<file path="src/rtl/sdrseq_pkg.sv">
package sdrseq_pkg;

    // Pin order {cs_n, ras_n, cas_n, we_n}
    typedef enum logic [3:0] {
        CMD_MRS = 4'b0000,
        CMD_REF = 4'b0001,
        CMD_PRE = 4'b0010,
        CMD_NOP = 4'b0111
    } sdr_cmd_e;

    typedef enum logic [3:0] {
        ST_PWRUP,
        ST_IPRE,
        ST_IREF,
        ST_MRS,
        ST_WAIT,
        ST_IDLE,
        ST_GNT,
        ST_RPRE,
        ST_RREF
    } seq_st_e;

    // Address bit that selects all banks on a precharge
    localparam int unsigned PREALL_BIT = 10;
    localparam int unsigned MODE_W     = 16;

    function automatic logic [2:0] burst_code(input int unsigned bl);
        case (bl)
            1:       return 3'd0;
            2:       return 3'd1;
            4:       return 3'd2;
            8:       return 3'd3;
            default: return 3'd7;
        endcase
    endfunction

    function automatic logic [MODE_W-1:0] mode_word(input int unsigned cas,
                                                    input int unsigned bl,
                                                    input bit          ilv);
        logic [MODE_W-1:0] w;
        w      = '0;
        w[2:0] = burst_code(bl);
        w[3]   = ilv;
        w[6:4] = 3'(cas);
        return w;
    endfunction

    function automatic int unsigned max4(input int unsigned a, input int unsigned b,
                                         input int unsigned c, input int unsigned d);
        int unsigned m;
        m = a;
        if (b > m) m = b;
        if (c > m) m = c;
        if (d > m) m = d;
        return m;
    endfunction

endpackage

</file>
<file path="src/rtl/sdrseq_refresh_timer.sv">
module sdrseq_refresh_timer #(
    parameter int unsigned REFI_CYC = 390,
    parameter int unsigned OWED_W   = 3
) (
    input  logic clk,
    input  logic rst,
    input  logic run,
    input  logic ref_done,
    output logic owed_nz
);
    localparam int unsigned TC_W = $clog2(REFI_CYC + 1);
    localparam logic [TC_W-1:0]   TC_LOAD  = TC_W'(REFI_CYC - 1);
    localparam logic [OWED_W-1:0] OWED_MAX = '1;

    logic [TC_W-1:0]   tc;
    logic [OWED_W-1:0] owed;
    logic              tick, inc, dec;

    assign tick = run && (tc == '0);
    assign inc  = tick && (owed != OWED_MAX);
    assign dec  = ref_done && (owed != '0);

    always_ff @(posedge clk) begin
        if (rst) begin
            tc   <= TC_LOAD;
            owed <= '0;
        end else begin
            if (!run || tick) tc <= TC_LOAD;
            else              tc <= tc - 1'b1;
            case ({inc, dec})
                2'b10:   owed <= owed + 1'b1;
                2'b01:   owed <= owed - 1'b1;
                default: owed <= owed;
            endcase
        end
    end

    assign owed_nz = (owed != '0);

    p_ref_only_when_owed_r9: assert property (@(posedge clk) disable iff (rst)
        ref_done |-> (owed != '0));

    p_owed_quiet_before_run_r7: assert property (@(posedge clk) disable iff (rst)
        !run |-> (owed == '0));

endmodule

</file>
<file path="src/rtl/sdrseq_fsm.sv">
module sdrseq_fsm
    import sdrseq_pkg::*;
#(
    parameter int unsigned PWR_CYC  = 10000,
    parameter int unsigned TRP_CYC  = 3,
    parameter int unsigned TRC_CYC  = 4,
    parameter int unsigned TMRD_CYC = 2,
    parameter int unsigned INIT_REF = 8
) (
    input  logic     clk,
    input  logic     rst,
    input  logic     user_req,
    input  logic     owed_nz,
    output sdr_cmd_e op,
    output logic     ready,
    output logic     gnt,
    output logic     ref_issue
);
    localparam int unsigned WMAX = max4(PWR_CYC, TRP_CYC, TRC_CYC, TMRD_CYC);
    localparam int unsigned WC_W = $clog2(WMAX + 1);
    localparam int unsigned IR_W = $clog2(INIT_REF + 1);
    localparam logic [WC_W-1:0] WC_PWR = WC_W'(PWR_CYC - 1);
    localparam logic [WC_W-1:0] WC_RP  = WC_W'(TRP_CYC - 2);
    localparam logic [WC_W-1:0] WC_RC  = WC_W'(TRC_CYC - 2);
    localparam logic [WC_W-1:0] WC_MRD = WC_W'(TMRD_CYC - 2);
    localparam logic [IR_W-1:0] IR_LAST = IR_W'(INIT_REF - 1);

    seq_st_e         st, st_n, ret_st, ret_n;
    logic [WC_W-1:0] wc, wc_n;
    logic [IR_W-1:0] irc, irc_n;

    always_comb begin
        st_n  = st;
        ret_n = ret_st;
        wc_n  = wc;
        irc_n = irc;
        op    = CMD_NOP;
        case (st)
            ST_PWRUP: begin
                if (wc == '0) st_n = ST_IPRE;
                else          wc_n = wc - 1'b1;
            end
            ST_IPRE: begin
                op    = CMD_PRE;
                wc_n  = WC_RP;
                ret_n = ST_IREF;
                st_n  = ST_WAIT;
            end
            ST_IREF: begin
                op    = CMD_REF;
                irc_n = irc + 1'b1;
                wc_n  = WC_RC;
                ret_n = (irc == IR_LAST) ? ST_MRS : ST_IREF;
                st_n  = ST_WAIT;
            end
            ST_MRS: begin
                op    = CMD_MRS;
                wc_n  = WC_MRD;
                ret_n = ST_IDLE;
                st_n  = ST_WAIT;
            end
            ST_WAIT: begin
                if (wc == '0) st_n = ret_st;
                else          wc_n = wc - 1'b1;
            end
            ST_IDLE: begin
                if (owed_nz)       st_n = ST_RPRE;
                else if (user_req) st_n = ST_GNT;
            end
            ST_GNT: begin
                if (!user_req) st_n = ST_IDLE;
            end
            ST_RPRE: begin
                op    = CMD_PRE;
                wc_n  = WC_RP;
                ret_n = ST_RREF;
                st_n  = ST_WAIT;
            end
            ST_RREF: begin
                op    = CMD_REF;
                wc_n  = WC_RC;
                ret_n = ST_IDLE;
                st_n  = ST_WAIT;
            end
            default: st_n = ST_PWRUP;
        endcase
    end

    always_ff @(posedge clk) begin
        if (rst) begin
            st     <= ST_PWRUP;
            ret_st <= ST_IDLE;
            wc     <= WC_PWR;
            irc    <= '0;
            ready  <= 1'b0;
        end else begin
            st     <= st_n;
            ret_st <= ret_n;
            wc     <= wc_n;
            irc    <= irc_n;
            ready  <= ready | (st_n == ST_IDLE);
        end
    end

    assign gnt       = (st == ST_GNT);
    assign ref_issue = (st == ST_RREF);

    p_gnt_follows_req_r8: assert property (@(posedge clk) disable iff (rst)
        gnt |-> $past(user_req));

    p_ready_sticky_r5: assert property (@(posedge clk) disable iff (rst)
        ready |=> ready);

    p_no_gnt_before_ready_r1: assert property (@(posedge clk) disable iff (rst)
        gnt |-> ready);

endmodule

</file>
<file path="src/rtl/sdrseq_cmd_encode.sv">
module sdrseq_cmd_encode
    import sdrseq_pkg::*;
#(
    parameter int unsigned       ADDR_W = 13,
    parameter int unsigned       BA_W   = 2,
    parameter logic [MODE_W-1:0] MODE   = '0
) (
    input  sdr_cmd_e          op,
    output logic              cs_n,
    output logic              ras_n,
    output logic              cas_n,
    output logic              we_n,
    output logic [ADDR_W-1:0] addr,
    output logic [BA_W-1:0]   ba
);
    assign {cs_n, ras_n, cas_n, we_n} = op;
    assign ba = '0;

    for (genvar b = 0; b < ADDR_W; b++) begin : g_abit
        if (b < MODE_W) begin : g_mode
            assign addr[b] = (op == CMD_MRS) ? MODE[b]
                                             : ((op == CMD_PRE) && (b == PREALL_BIT));
        end else begin : g_high
            assign addr[b] = 1'b0;
        end
    end

endmodule

</file>
<file path="src/rtl/sdram_bootref.sv">
module sdram_bootref
    import sdrseq_pkg::*;
#(
    parameter int unsigned PWR_CYC          = 10000,
    parameter int unsigned TRP_CYC          = 3,
    parameter int unsigned TRC_CYC          = 4,
    parameter int unsigned TMRD_CYC         = 2,
    parameter int unsigned INIT_REF         = 8,
    parameter int unsigned REFI_CYC         = 390,
    parameter int unsigned OWED_W           = 3,
    parameter int unsigned CAS_LATENCY      = 2,
    parameter int unsigned BURST_LEN        = 8,
    parameter bit          BURST_INTERLEAVE = 1'b0,
    parameter int unsigned ADDR_W           = 13,
    parameter int unsigned BA_W             = 2
) (
    input  logic              clk,
    input  logic              rst,
    input  logic              user_req,
    output logic              ready,
    output logic              user_gnt,
    output logic              sd_cke,
    output logic              sd_cs_n,
    output logic              sd_ras_n,
    output logic              sd_cas_n,
    output logic              sd_we_n,
    output logic [BA_W-1:0]   sd_ba,
    output logic [ADDR_W-1:0] sd_addr
);
    localparam logic [MODE_W-1:0] MODE_VAL =
        mode_word(CAS_LATENCY, BURST_LEN, BURST_INTERLEAVE);

    sdr_cmd_e op;
    logic     owed_nz, ref_issue;

    assign sd_cke = 1'b1;

    sdrseq_fsm #(
        .PWR_CYC (PWR_CYC),
        .TRP_CYC (TRP_CYC),
        .TRC_CYC (TRC_CYC),
        .TMRD_CYC(TMRD_CYC),
        .INIT_REF(INIT_REF)
    ) u_fsm (
        .clk      (clk),
        .rst      (rst),
        .user_req (user_req),
        .owed_nz  (owed_nz),
        .op       (op),
        .ready    (ready),
        .gnt      (user_gnt),
        .ref_issue(ref_issue)
    );

    sdrseq_refresh_timer #(
        .REFI_CYC(REFI_CYC),
        .OWED_W  (OWED_W)
    ) u_timer (
        .clk     (clk),
        .rst     (rst),
        .run     (ready),
        .ref_done(ref_issue),
        .owed_nz (owed_nz)
    );

    sdrseq_cmd_encode #(
        .ADDR_W(ADDR_W),
        .BA_W  (BA_W),
        .MODE  (MODE_VAL)
    ) u_enc (
        .op   (op),
        .cs_n (sd_cs_n),
        .ras_n(sd_ras_n),
        .cas_n(sd_cas_n),
        .we_n (sd_we_n),
        .addr (sd_addr),
        .ba   (sd_ba)
    );

    p_gnt_quiet_r8: assert property (@(posedge clk) disable iff (rst)
        user_gnt |-> ({sd_cs_n, sd_ras_n, sd_cas_n, sd_we_n} == 4'b0111));

    p_cmd_spacing_r6: assert property (@(posedge clk) disable iff (rst)
        (!sd_cs_n && ({sd_ras_n, sd_cas_n, sd_we_n} != 3'b111))
        |=> ({sd_cs_n, sd_ras_n, sd_cas_n, sd_we_n} == 4'b0111));

endmodule

</file>
<file path="config.mk">
export PLATFORM = sky130hd
export DESIGN_NAME = sdram_bootref
export DESIGN_NICKNAME = d
export VERILOG_FILES = /design/src/rtl/sdrseq_pkg.sv /design/src/rtl/sdrseq_refresh_timer.sv /design/src/rtl/sdrseq_fsm.sv /design/src/rtl/sdrseq_cmd_encode.sv /design/src/rtl/sdram_bootref.sv
export SDC_FILE = /design/constraint.sdc
export NUM_CORES = 1
export LEC_CHECK = 0
export BUFFER_PORTS_ARGS = -buffer_cell sky130_fd_sc_hd__clkbuf_2
export CAP_MARGIN = 20
export CORE_ASPECT_RATIO = 0.9
export CORE_MARGIN = 10
export CORE_UTILIZATION = 63
export CTS_CLUSTER_SIZE = 28
export DETAILED_ROUTE_END_ITERATION = 12
export HOLD_SLACK_MARGIN = 0.1
export PLACE_DENSITY = 0.84
export RECOVER_POWER = 50
export SLEW_MARGIN = 25
export SYNTH_ARGS = -nofsm -noshare
export SYNTH_HDL_FRONTEND = slang
export SYNTH_HIERARCHICAL = 1
export SYNTH_SLANG_ARGS = --single-unit
</file>
<file path="constraint.sdc">
create_clock -name clk -period 5.38 [get_ports clk]
set_input_delay 1.076 -clock clk [delete_from_list [all_inputs] [get_ports clk]]
set_output_delay 1.076 -clock clk [all_outputs]
set_load 0.01 [all_outputs]
</file>
==> impl_metrics.json <==
{
  "drive_gt1_frac": 0.1111,
  "cts_root_buf": "clkbuf_8",
  "crit_path_max_fanout": 17,
  "io_buffers": 11,
  "p_leak_nw": 0.9065,
  "async_flop_share": 0,
  "post_cts_buffers": 0,
  "skew_ns": 0.01190,
  "die_y_um": 78.22,
  "cts-resized-gates": 0,
  "cts_buffer_depth": 2,
  "synth_warnings": 6,
  "layout_common_cells": "dfxtp_1 (39), nor2_1 (34), inv_1 (17)",
  "stdcell_count": 325,
  "cts_sinks": 39,
  "routed_wl_um": 4610,
  "num_antenna_cells": 0,
  "cts_buffers": 5,
  "period_minus_slack_ns": 3.226,
  "hold_violations": 0,
  "synthTopCellsByArea": "dfxtp_1 (33%), buf_4 (6.6%), nor2_1 (5.4%), xor2_1 (3.7%), nand3_1 (3.4%)",
  "dieArea_mm2": 0.006624,
  "max_freq_ghz": 0.3100,
  "antenna_left": 0,
  "slew_viol_final": 0,
  "holdWs_ns": 0.4090,
  "dp.cells": 317,
  "ys_ff_latch": 39,
  "min_period_over_period": 0.5997,
  "synth_cell_type_count": 55,
  "required_ns": 4.30,
  "grt_pass1_vias": 1693,
  "clock_latency_ns": 0.30,
  "vdd_ir_drop_max_mv": 0.1125,
  "routedWlPerCell_um": 14.18,
  "rows": 21,
  "crit_arrival_ns": 2.15,
  "grt-ovfl-total": 0,
  "cts_tree": "done",
  "utilization": 0.6524,
  "ios": 25,
  "worst_setup_path_start_kind": "flop",
  "drt_iter0_markers": 143,
  "synth_top_area_share": 0.3291,
  "post-route-drc-count": 0,
  "path_clk_slew_ns": 0.08,
  "crit_start": "u_fsm/st[0]",
  "synth_edf_count": 0,
  "relSlewSlack": 0.3336,
  "synth_seq_area_share": 0.3291,
  "postCtsHoldBufs": 0,
  "antenna_found_initial": 0,
  "setup_tns_ns": 0,
  "nFillCells": 318,
  "syn_to_final_growth_pct": 1.160,
  "setup_viol": 0,
  "worstHoldPathType": "flop to flop",
  "htreeDepth": 2,
  "yosysTopAreaCell": "dfxtp_1",
  "start_util": 0.6449,
  "synth_cells": 280,
  "avgSynthCellArea_um2": 8.472,
  "outcome": "complete, no violations",
  "vias": 1912,
  "rr_startpoint": "u_fsm/st[1]",
  "synth-main-ff-cell": "dfxtp_1",
  "max-cap-violations": 0,
  "grt_usage": 0.1422,
  "drtPass1Iterations": 4,
  "grt_max_degree": 24,
  "grt_pass1_wl_um": 7886,
  "die_x_um": 84.69,
  "critPathCaptureType": "output port",
  "path_class": "flop to output port",
  "routabilityCongestion": 0.8601,
  "syn_area_mm2": 0.002372,
  "nets": 288,
  "rsz0062_at_grt": "false",
  "final_common_cell": "dfxtp_1",
  "core_mm2": 0.003679,
  "vias_per_cell": 5.883,
  "hp-start": "u_timer/tc[0]",
  "dp_hpwl_um": 3340,
  "tightest_slew_ns": 0.9996,
  "powerDensity_mw_per_mm2": 233.1
}
-- worst paths after layout --
| check | to | slack [ns] | depth (start not counted) |
|---|---|---|---|
| worst max-delay path | sd_addr[5] | 2.15 | 5 |
| worst min-delay path | u_timer/tc[0] | 0.41 | 1 |
| worst max register to register | u_timer/owed[2] | 2.84 | 10 |
| worst min register to register | u_timer/tc[0] | 0.41 | 1 |
-- cells by family after synthesis --
family,after synthesis,share of synthesized area
xor gates and xnor gates,16,0.05907
buffers and inverters,47,0.1229
and+or+nand+nor,118,0.2917
other,3,0.004746
adders and majority gates,7,0.04008
muxes,3,0.01319
AOI/OAI and AO/OA,47,0.1393
DFF,39,0.3291
-- critical path, stage by stage, from the launching register on --
cell	delay [ns]
dfxtp_1	0.68
nor2b_1	0.23
o21ai_0	0.15
o21a_2	0.36
nor4_2	0.23
clkbuf_2	0.20
-- synth_stat cells (all sizes together), types with 2 or more instances --
cell type,n
a21o,3
a21oi,8
a311o,2
a31oi,3
and2,3
and3,4
buf,27
clkbuf,3
conb,3
dfxtp,39
ha,6
inv,17
mux2i,2
nand2,13
nand2b,6
nand3,16
nand4,10
nor2,34
nor2b,3
nor3,10
nor4,8
nor4b,3
o211ai,5
o21ai,11
o31a,3
or3,5
xnor2,6
xor2,10
-- layout make-up --
type,count,area [µm²],area share
timing repair buffer,11,52.55,0.02190
clock inverter,3,43.79,0.01825
clock buffer,5,68.82,0.02868
tap,46,57.56,0.02398
multi-input combinational,204,1333,0.5553
inverter,17,63.81,0.02659
sequential,39,780.7,0.3253
-- through the flow --
step | power (mW) | setup WS [ns] | instance area [µm²]
floorplan | 0.3226 | 2.726 | 2410
global placement | 0.3192 | 2.575 | 2295
detailed placement | 0.3192 | 2.511 | 2295
CTS | 0.5638 | 2.171 | 2407
global route | 0.5805 | 1.923 | 2400
finish | 0.5593 | 2.154 | 2400
-- flip-flops by register name (all words and copies together) (netlist names) --
name and cells:
u_timer/tc 9, u_fsm/irc 4, u_timer/owed 3, u_fsm/st 4
u_fsm/wc 14, u_fsm/ready 1, u_fsm/ret_st 4
-- per-layer routing --
layer	part of all wire	wire length [µm]	vias to the layer above	global-route usage
met5	0	0	-	0
met4	0.021	97	0	0.07730
met3	0.088	404	9	0.05057
met2	0.42	1948	71	0.1998
met1	0.47	2158	881	0.1851
li1	-	-	951	-
-- report_power, final --
group          internal [mW]  switching (mW)  total, mW
Combinational        0.00630          0.0140     0.0203
Sequential             0.290         0.00243      0.293
Clock                  0.138           0.108      0.246
(Power assumes the default switching activity.)
